`config.mk`:
```
export PLATFORM = sky130hd
export DESIGN_NAME = gamma_pal_wport
export DESIGN_NICKNAME = d
export VERILOG_FILES = /design/src/rtl/gamma_pal_wport.sv
export SDC_FILE = /design/constraint.sdc
export NUM_CORES = 1
export LEC_CHECK = 0
export BUFFER_PORTS_ARGS = -buffer_cell sky130_fd_sc_hd__buf_2
export CAP_MARGIN = 20
export CORE_MARGIN = 3
export CORE_UTILIZATION = 49
export CTS_CLUSTER_DIAMETER = 50
export DETAILED_ROUTE_END_ITERATION = 12
export MAX_ROUTING_LAYER = met4
export PLACE_DENSITY = 0.75
export SLEW_MARGIN = 20
export SYNTH_ARGS = -nofsm -noshare
export SYNTH_HDL_FRONTEND = slang
export SYNTH_SLANG_ARGS = --single-unit
```
`constraint.sdc`:
```
create_clock -name clk -period 2.47 [get_ports clk]
set_input_delay 0.494 -clock clk [delete_from_list [all_inputs] [get_ports clk]]
set_output_delay 0.494 -clock clk [all_outputs]
set_load 0.005 [all_outputs]
```
`src/rtl/gamma_pal_wport.sv`:
```
module gamma_pal_wport #(
  parameter int SF_N     = 9,
  parameter int FINE_N   = 256,
  parameter int COARSE_N = 256,
  parameter int AW       = 4,
  parameter int SF_AW    = $clog2(SF_N),
  parameter int MT_AW    = $clog2(FINE_N + COARSE_N + 1)
) (
  input  logic              clk,
  input  logic              rst_n,
  input  logic [AW-1:0]     bus_addr,
  input  logic [31:0]       bus_wdata,
  input  logic              bus_we,
  output logic [31:0]       bus_rdata,
  output logic              sf_we,
  output logic [SF_AW-1:0]  sf_waddr,
  output logic [47:0]       sf_wdata,
  output logic              mt_we,
  output logic [MT_AW-1:0]  mt_waddr,
  output logic [47:0]       mt_wdata,
  output logic [15:0]       max_r,
  output logic [15:0]       max_g,
  output logic [15:0]       max_b
);

  localparam int MT_N  = FINE_N + COARSE_N;
  localparam int MT_IW = $clog2(MT_N);
  localparam logic [SF_AW-1:0] SF_LAST = SF_AW'(SF_N - 1);
  localparam logic [MT_IW-1:0] MT_LAST = MT_IW'(MT_N - 1);

  localparam logic [AW-1:0] A_SF_IDX = AW'(0);
  localparam logic [AW-1:0] A_SF_DAT = AW'(1);
  localparam logic [AW-1:0] A_MT_IDX = AW'(2);
  localparam logic [AW-1:0] A_MT_DAT = AW'(3);
  localparam logic [AW-1:0] A_MAX_R  = AW'(4);
  localparam logic [AW-1:0] A_MAX_G  = AW'(5);
  localparam logic [AW-1:0] A_MAX_B  = AW'(6);

  function automatic logic [17:0] low_fields(input logic [31:0] w);
    return {w[29:24], w[19:14], w[9:4]};
  endfunction

  function automatic logic [47:0] join_entry(input logic [17:0] lo, input logic [31:0] hi);
    return {hi[29:20], lo[17:12], hi[19:10], lo[11:6], hi[9:0], lo[5:0]};
  endfunction

  function automatic logic [31:0] high_view(input logic [47:0] e);
    return {2'b00, e[47:38], e[31:22], e[15:6]};
  endfunction

  wire wr_sf_idx = bus_we && (bus_addr == A_SF_IDX);
  wire wr_sf_dat = bus_we && (bus_addr == A_SF_DAT);
  wire wr_mt_idx = bus_we && (bus_addr == A_MT_IDX);
  wire wr_mt_dat = bus_we && (bus_addr == A_MT_DAT);

  logic             sf_auto, sf_half;
  logic [SF_AW-1:0] sf_idx;
  logic [17:0]      sf_lo;
  logic             mt_auto, mt_half;
  logic [MT_IW-1:0] mt_idx;
  logic [17:0]      mt_lo;

  wire [SF_AW-1:0] sf_idx_in  = bus_wdata[SF_AW-1:0];
  wire [MT_IW-1:0] mt_idx_in  = bus_wdata[MT_IW-1:0];
  wire [SF_AW-1:0] sf_idx_nxt = (sf_idx == SF_LAST) ? '0 : sf_idx + 1'b1;
  wire [MT_IW-1:0] mt_idx_nxt = (mt_idx == MT_LAST) ? '0 : mt_idx + 1'b1;

  always_ff @(posedge clk) begin
    if (!rst_n) begin
      sf_auto <= 1'b0; sf_half <= 1'b0; sf_idx <= '0; sf_lo <= '0;
      sf_we <= 1'b0; sf_waddr <= '0; sf_wdata <= '0;
    end else begin
      sf_we <= 1'b0;
      if (wr_sf_idx) begin
        sf_auto <= bus_wdata[31];
        sf_idx  <= (sf_idx_in > SF_LAST) ? SF_LAST : sf_idx_in;
        sf_half <= 1'b0;
      end else if (wr_sf_dat) begin
        if (!sf_half) begin
          sf_lo   <= low_fields(bus_wdata);
          sf_half <= 1'b1;
        end else begin
          sf_half  <= 1'b0;
          sf_we    <= 1'b1;
          sf_waddr <= sf_idx;
          sf_wdata <= join_entry(sf_lo, bus_wdata);
          if (sf_auto) sf_idx <= sf_idx_nxt;
        end
      end
    end
  end

  always_ff @(posedge clk) begin
    if (!rst_n) begin
      mt_auto <= 1'b0; mt_half <= 1'b0; mt_idx <= '0; mt_lo <= '0;
      mt_we <= 1'b0; mt_waddr <= '0; mt_wdata <= '0;
    end else begin
      mt_we <= 1'b0;
      if (wr_mt_idx) begin
        mt_auto <= bus_wdata[31];
        mt_idx  <= (mt_idx_in > MT_LAST) ? MT_LAST : mt_idx_in;
        mt_half <= 1'b0;
      end else if (wr_mt_dat) begin
        if (!mt_half) begin
          mt_lo   <= low_fields(bus_wdata);
          mt_half <= 1'b1;
        end else begin
          mt_half  <= 1'b0;
          mt_we    <= 1'b1;
          mt_waddr <= MT_AW'(mt_idx) + 1'b1;
          mt_wdata <= join_entry(mt_lo, bus_wdata);
          if (mt_auto) mt_idx <= mt_idx_nxt;
        end
      end
    end
  end

  always_ff @(posedge clk) begin
    if (!rst_n) begin
      max_r <= '0; max_g <= '0; max_b <= '0;
    end else if (bus_we) begin
      if (bus_addr == A_MAX_R) max_r <= bus_wdata[15:0];
      if (bus_addr == A_MAX_G) max_g <= bus_wdata[15:0];
      if (bus_addr == A_MAX_B) max_b <= bus_wdata[15:0];
    end
  end

  always_comb begin
    bus_rdata = '0;
    case (bus_addr)
      A_SF_IDX: begin bus_rdata[31] = sf_auto; bus_rdata[SF_AW-1:0] = sf_idx; end
      A_SF_DAT: bus_rdata = high_view(sf_wdata);
      A_MT_IDX: begin bus_rdata[31] = mt_auto; bus_rdata[MT_IW-1:0] = mt_idx; end
      A_MT_DAT: bus_rdata = high_view(mt_wdata);
      A_MAX_R:  bus_rdata[15:0] = max_r;
      A_MAX_G:  bus_rdata[15:0] = max_g;
      A_MAX_B:  bus_rdata[15:0] = max_b;
      default:  bus_rdata = '0;
    endcase
  end

  AST_ONE_STROBE: assert property (@(posedge clk) disable iff (!rst_n)
    !(sf_we && mt_we));
  AST_SF_CAUSE: assert property (@(posedge clk) disable iff (!rst_n)
    sf_we |-> ($past(bus_we) && $past(bus_addr) == A_SF_DAT));
  AST_SF_RANGE: assert property (@(posedge clk) disable iff (!rst_n)
    sf_we |-> (sf_waddr <= SF_LAST));
  AST_MT_SKIP_ZERO: assert property (@(posedge clk) disable iff (!rst_n)
    mt_we |-> (mt_waddr != '0));
  AST_IDX_HOLD: assert property (@(posedge clk) disable iff (!rst_n)
    $past(wr_mt_dat && mt_half && !mt_auto) |-> (mt_idx == $past(mt_idx)));
  AST_MAX_HOLD: assert property (@(posedge clk) disable iff (!rst_n)
    !$past(bus_we) |-> ($stable(max_r) && $stable(max_g) && $stable(max_b)));

endmodule

```
# Yosys cells after proc, flatten, opt, wreduce, memory -nomap -nowiden
# Cells that the tools add are included.
# totals
regBits	213
input_bits	39
output_inout_bits	192
# classes
addsub	3
n_lt_le_gt_ge	2
n_eq_ne	8
mux	21
bitwise	7
reduce_logical	24
# ops
operator	n
9-bit two-way mux	6
7-bit one-hot mux with 5 select lines	1
5-bit one-hot mux with 6 select lines	1
14-bit one-hot mux with 2 select lines	1
4-bit one-hot mux with 7 select lines	1
4-bit two-way mux	6
3-bit AND reduction	6
4-bit by 3-bit equality test with 1-bit output, second input constant	3
2-bit nonzero test	6
9-bit by 1-bit adder with 10-bit output, second input constant	1
9-bit by 1-bit adder with 9-bit output, second input constant	1
9-bit equality test, second input constant	1
9-bit > comparator, second input constant	1
4-bit by 2-bit equality test with 1-bit output, second input constant	2
1-bit NOT	7
2-bit AND reduction	3
3-bit OR reduction	2
4-bit by 1-bit adder with 4-bit output, second input constant	1
4-bit by 1-bit equality test with 1-bit output, second input constant	1
4-bit equality test, second input constant	1
4-bit > comparator, second input constant	1
1-bit logical AND	4
4-bit logical NOT	1
1-bit two-way mux	4
other kinds (2)	3

# Depth between registers and ports, before layout
# Gate-level depths: netlist (run 1).
# logic_depth
ltp_word	6
ltp_mapped	9

# Worst setup path before layout (run 1)
# No wires, ideal clock.
# synth_path
path_kind	input -> output
startpoint	in bus_addr[0]
endpoint	out bus_rdata[4]
arrival_ns	1.671
t_required_ns	1.976
path_slack_ns	0.305
path_stages	6
n_path_buf	2
path_cell_list	buf_2 -> inv_1 -> nor4_1 -> clkbuf_1 -> a22oi_1 -> nand3_1
# synth_between
elab_chain_len	2
# synth_rtl
item	line	source
start: declaration	11	input logic [AW-1:0] bus_addr,
4-bit by 3-bit equality test with 1-bit output, or another cell as far along	130	case (bus_addr)
5-bit one-hot mux with 6 select lines *	130	
end: declaration	14	output logic [31:0] bus_rdata,
# Every way passes the cells marked *; elsewhere a longest branch is shown, timed or not.

# Worst setup path in the final report (run 1)
# layout_path
startpoint	in bus_addr[0]
endpoint	out bus_rdata[1]
# layout_between
elab_chain_len	2
# layout_rtl
item	line
4-bit by 3-bit equality test with 1-bit output, or another cell as far along	130
4-bit one-hot mux with 7 select lines *	130
# Marks and branches as above.

==> results of run 1 <==
-- critical path: stages --
cell	delay, ps
buf_2	110
buf_4	160
and2_1	180
a22o_1	230
a222oi_1	500
nand2_1	90
buf_2	140
-- placed cells by master (no fill, tap or decap), types with 3 or more instances in the layout --
cell type    n
buf_4       31
mux2i_1      4
clkbuf_1     8
a31oi_1      7
o211a_1      4
a21boi_0    58
and2_1       4
buf_2      228
a22o_1      18
and4bb_2     4
nand3_2      3
o21ai_0     11
clkbuf_16   23
a21boi_1     4
a22oi_1     25
clkbuf_8     3
nand3_1     13
a222oi_1    15
nor2_1       7
buf_12       6
or3_1        6
dfxtp_1    213
xor2_1       4
and3_1       4
nand3b_1     3
inv_1        7
nand2_1    405
ha_1         4
and3_2       3
a21oi_1    137
-- worst max path at each step --
stage	startpoint	slack (ps)	endpoint
final	bus_addr[0]	60	bus_rdata[1]
after global placement	bus_addr[1]	130	bus_rdata[24]
after global routing	bus_addr[0]	3	bus_rdata[1]
after CTS	bus_addr[1]	80	bus_rdata[20]
after floorplan	bus_addr[0]	300	bus_rdata[4]
after detailed placement	bus_addr[1]	80	bus_rdata[19]
-- final cells by class --
type	count	area [µm²]	share of cell area, %
sequential	213	4264	39.37
timing repair buffer	266	1505	13.90
clock buffer	34	646.9	5.972
multi-input combinational	775	4031	37.22
tap	225	281.5	2.599
clock inverter	6	65.06	0.6007
antenna	2	5.005	0.04621
inverter	8	32.53	0.3003
-- stage by stage --
step	total power, µW	std cells	worst slack, ps
3_5_place_dp	3854	1487	82.23
6_report	7058	1529	61.34
5_1_grt	7279	1529	3.284
3_3_place_gp	3850	1487	126.4
4_1_cts	7102	1527	77.62
2_1_floorplan	3713	1088	304.9
-- flip-flops by register name (all words and copies together), names as in the netlist, 4 cells and up --
name,cells
mt_wdata,48
sf_wdata,48
mt_lo,18
sf_lo,18
max_b,16
max_g,16
max_r,16
mt_waddr,10
mt_idx,9
sf_idx,4
sf_waddr,4
-- routing by layer --
layer	vias to the layer above	share of wire [%]	GRT usage (%)
li1	4096	-	-
met1	4064	41	36.17
met2	395	46	44.76
met3	66	9.9	6.220
met4	0	3.2	9.217
met5	-	0	-
-- cells by family after synthesis --
logic type,share of synthesized area [%]
xor+xnor,0.5015
buf+inv,5.216
other cells,0.04294
fa+ha+maj,0.5732
mux,0.4585
compound gates,21.45
flops,48.83
simple gates,22.93
-- power groups by stage --
stage | clock [µW] | combinational [µW] | sequential, µW
floorplan | 0 | 164 | 3550
global placement | 0 | 296 | 3550
detailed placement | 0 | 300 | 3550
CTS | 3320 | 301 | 3480
global route | 3470 | 331 | 3480
finish | 3270 | 304 | 3480
==> key figures, run 1 <==
Route
  – DRT antenna net count: 0
  – WL final: ~27 mm
  – Drt drc: 0
  – Via count: 8,621
  – Avg WL per Cell: ~18 µm
  – DRT iter0 DRCs: 780
  – Via/cell ratio: around 5.6
  – Drt first pass iters: 8

Pwr
  – VDD IR max: about 0.63 mV
  – Switching power: 1583 µW
  – Pwr dens: approximately 650 nW/µm²
  – P_int: approximately 5500 µW
  – Clk pwr share: a little under half
  – Net switching share of the total power: 22.42%
  – Share of total power in combinational logic: roughly 4.3%
  – Reg power frac: 49.3%
  – Leak: approximately 0.0045 µW

STA
  – Fmax: a little over 400 MHz
  – Final setup viols: 0
  – Setup TNS: 0 ps
  – Final-report hold violation count: 0
  – Worst rel slew slack: a little over half
  – Skew final: 15.63 ps
  – Final min period: between 2000 and 2500 ps
  – RSZ-0062 raised after global routing: false
  – Fin Hold WS: roughly 230 ps
  – Final period utilization: a little over nine tenths
  – Tightest Pin Transition: 695.6 ps
  – Fin. max-slew vios: 0

Clocking
  – Clk sinks: 213
  – CTS tree: built
  – Hold_buf cts: 0
  – CTS resizes: 0
  – # H-tree levels: 1
  – Clock Tree Buf Depth: 3
  – Post-CTS Setup Inserts: 0
  – Clock transition at the registers of the reported paths: around 60 ps
  – Clk_lat worst skew: 510 ps
  – TritonCTS Buffers: 23
  – Root buf cell: clkbuf_16

Layout
  – Post-Layout Inst Area: 10,830 µm²
  – Final core occ: 62.41%
  – Layout cell share with drive strength beyond 1: 24.12%
  – # nets final: 1,330
  – Fillers: approximately 1,500
  – Area delta synth->final: 24.04%

Hold path
  – Hold Crit Class: in -> reg
  – HP Start: bus_wdata[23]
  – Min-Delay Endpoint: sf_wdata[41]$_SDFFE_PN0P_
  – Hold path depth: 3

Synth
  – Asr flop ratio synth: 0%
  – Synth area leader: dfxtp_1
  – Syn. warnings: 0
  – Post-synth EDFFs: 0
  – Syn_area_per_cell: 8.026 µm²
  – Seq/Total Area, Yosys: between 40 and 50%
  – Cell with the most instances after synthesis: nand2_1
  – Top post-synthesis cells by area: dfxtp_1 49%, nand2_1 17%, a21oi_1 7.9%
  – Yosys reg bits: 213
  – Synth Flop Type: dfxtp_1
  – Cell Area, Synth: ~8700 µm²
  – Net Count, Synth: between 1,000 and 1,500
  – Synth cell count leaders: 405 x nand2_1, 213 x dfxtp_1, 137 x a21oi_1
  – Library cells used by synthesis: 56
  – Synth top area share: 48.83%
  – Synth Instances: ~1,100

Global routing
  – Largest net degree at the start of global routing: between 50 and 60
  – Grt total ovfl: 0
  – GRT Resource Usage Total: between 20% and 30%
  – Vias in the first global route: about 8,000
  – Initial antenna violation count: 2
  – Global-route wire length before repair: ~44 mm

Status
  – Run status: complete, no violations

Setup path
  – R2r setup slk: 510 ps
  – Crit Path Max Fanout: 8
  – Worst-case reg-to-reg path depth: 8
  – R2r startpoint: mt_idx[3]$_SDFFE_PN0P_
  – Worst EP required: 1980 ps
  – Crit path launch type: primary input
  – CP arrival: about 1900 ps
  – Worst R2R End: mt_idx[3]$_SDFFE_PN0P_
  – Worst Setup End Kind: primary output
  – CP Class: in -> out

Floorplan
  – DIE HEIGHT: 139.5 µm
  – Die W: 139.5 µm
  – I/O Pins: ~230
  – Row count: 48
  – Core area: between 15,000 and 20,000 µm²
  – Die area: slightly below 20,000 µm²
  – Initial core utilization: 50.31%

Job
  – Maxcap violations: 0

Placement
  – Port buffer count: approximately 230
  – Routability Congestion: about 0.96
  – DP Area: a little over 10,000 µm²
  – Post-DP HPWL: 18.69 mm
Note: power is estimated with default switching activity, not from simulation.
==> run 2, diff against run 1 <==
Settings changed: MAX_ROUTING_LAYER met4 to not set.
==> run 2 against run 1 <==
Global-route usage fell by 0.84 points; critical path depth did not move; total power barely moved; first-iteration DRC count fell by 1.4%; register-to-register slack improved by 50 ps; die area did not move; clock-buffer cell count did not move; clock power barely moved; sequential power barely moved; utilization barely moved.
==> key figures, run 2 (synthesized netlist as in run 1, its figures left out) <==
STA
  – Fin Hold WS: 232.1 ps (+2.316 ps)
  – Final-report hold violation count: 0 (unchanged)
  – Final WS setup: 94.02 ps (+32.68 ps)
  – RSZ-0062 raised after global routing: false
  – Fmax: 420.9 MHz (+1.4%)
  – Final setup viols: 0 (unchanged)
  – Worst rel slew slack: 52.49% (-0.48 points)
  – Setup TNS: 0 ps (unchanged)
  – Final period utilization: 96.19% (-1.3 points)
  – Fin. max-slew vios: 0 (unchanged)
  – Skew final: 14.24 ps (-1.389 ps)
  – Final min period: 2376 ps (-32.68 ps)
  – Tightest Pin Transition: 702.7 ps (+7.132 ps)

Setup path
  – CP Class: in -> out
  – Crit path launch type: primary input
  – CP arrival: 1880 ps (-30 ps)
  – Critical path, cell by cell: buf_2 -> buf_4 -> and2_1 -> a22o_1 -> a222oi_1 -> nand2_1 -> buf_2
  – R2r startpoint: mt_idx[3]$_SDFFE_PN0P_
  – Max incr delay on CP: 470 ps (-30 ps)
  – Crit path top cell by count: buf_2
  – Setup crit start: bus_addr[0]
  – Worst EP required: 1980 ps (about the same)
  – Worst Setup End Kind: primary output
  – Crit Path Max Fanout: 8 (unchanged)
  – CP max-delay cell: a222oi_1

Clocking
  – Root buf cell: clkbuf_16
  – Clk sinks: 213 (unchanged)
  – Clk_lat worst skew: 510 ps (about the same)
  – CTS tree: built
  – Hold_buf cts: 0 (unchanged)
  – # H-tree levels: 1 (unchanged)
  – Clock transition at the registers of the reported paths: 60 ps (about the same)
  – TritonCTS Buffers: 23 (unchanged)
  – Clock Tree Buf Depth: 3 (unchanged)

Layout
  – Leading registers by flop count: mt_wdata x48, sf_wdata x48
  – Multi-input logic area: 4031 µm² (unchanged)
  – Seq. cell area: 4264 µm² (unchanged)
  – Fin cells: 1,527 (-0.13%)
  – # nets final: 1,330 (unchanged)
  – Most frequent cells in the layout: 405 x nand2_1, 228 x buf_2, 213 x dfxtp_1
  – Area delta synth->final: 23.99% (about the same)
  – Antenna fix cells: 0 (-2)
  – Most common cell after layout, fill and taps aside: nand2_1
  – Fillers: 1,537 (+0.20%)
  – Layout cell share with drive strength beyond 1: 24.12% (unchanged)

Floorplan
  – Initial core utilization: 50.31% (unchanged)
  – DIE HEIGHT: 139.5 µm (unchanged)
  – I/O Pins: 231 (unchanged)
  – Die W: 139.5 µm (unchanged)
  – Core area: 17,360 µm² (unchanged)
  – Row count: 48 (unchanged)
  – Die area: 19,460 µm² (unchanged)

Route
  – Drt first pass iters: 7 (-1)
  – WL final: 27.37 mm (-0.15%)
  – Avg WL per Cell: 17.92 µm (about the same)
  – Via count: 8,639 (+0.21%)
  – DRT iter0 DRCs: 769 (-1.4%)
  – DRT antenna net count: 0 (unchanged)
  – Via/cell ratio: 5.657 (+0.34%)
  – Drt drc: 0 (unchanged)

Global routing
  – Vias in the first global route: 8,055 (-0.074%)
  – Global-route wire length before repair: 43.85 mm (unchanged)
  – Initial antenna violation count: 2 (unchanged)
  – Grt total ovfl: 0 (unchanged)
  – Largest net degree at the start of global routing: 55 (unchanged)
  – GRT Resource Usage Total: 27.44% (-0.84 points)

Pwr
  – Leak: 0.004475 µW (about the same)
  – VDD IR max: 0.6335 mV (about the same)
  – Total chip power: 7056 µW (about the same)
  – Pwr dens: 651.7 nW/µm² (about the same)

Job
  – Maxcap violations: 0 (unchanged)

Placement
  – Post-DP HPWL: 18.69 mm (unchanged)
  – Pre-CTS WS: 82.23 ps (unchanged)
  – Port buffer count: 228 (unchanged)
  – Routability Congestion: 0.9382 (-1.8%)
  – Dpl cells: 1,487 (unchanged)

Status
  – Run status: complete, no violations

Hold path
  – HP Start: bus_wdata[23]
  – Hold Crit Class: in -> reg
-- run 2: cell types whose count changed in the layout (fill, tap and decap cells not counted) --
cell	previous run	this run
diode_2	2	0
-- run 2: per-stage QoR --
step                      instance area (µm²)  util, %
after global routing                    10830    62.38
after floorplan                          8732        -
after detailed placement                10110    58.25
after CTS                               10820    62.36
after global placement                  10110    58.25
final                                   10830    62.38
-- run 2: what timing repair did --
item | 4_1_cts | 5_1_grt
resized for setup | 0 | 1
setup buffers | 0 | 0
endpoints found under the setup margin | 0 | 10
-- run 2: path summary, 6_finish.rpt --
path                                    end  cells after the start  slack, ps
setup / recovery               bus_rdata[1]                      7         90
hold / removal    sf_wdata[41]$_SDFFE_PN0P_                      3        230
setup reg to reg     mt_idx[3]$_SDFFE_PN0P_                      8        560
hold reg to reg   mt_wdata[19]$_SDFFE_PN0P_                      2        450
-- run 2: final cells by class --
cell class	count	share of cell area (%)
clock buffers	34	5.975
clock inverters	6	0.6009
inverters	8	0.3005
multi-input cells	775	37.24
flip-flops and latches	213	39.39
well taps	225	2.600
repair buffers	266	13.90
-- run 2: power breakdown --
part	switching [µW]	internal, µW	total [µW]
registers	20.4	3460	3480
clock network	1350	1920	3270
logic	207	98.0	305
total	1580	5470	7060
-- run 2: critical path: cells and delay by family --
| kind | cells | cell delay (ps) |
|---|---|---|
| buffers and inverters | 3 | 410 |
| and+or+nand+nor | 2 | 270 |
| AOI/OAI and AO/OA | 2 | 700 |
-- run 2: per-layer routing --
metal	GRT usage, %	up-vias	part of all wire (%)
li1	-	4089	-
met1	35.89	4062	40
met2	44.63	421	46
met3	6.735	63	11
met4	9.217	4	3.1
met5	0	-	0.084
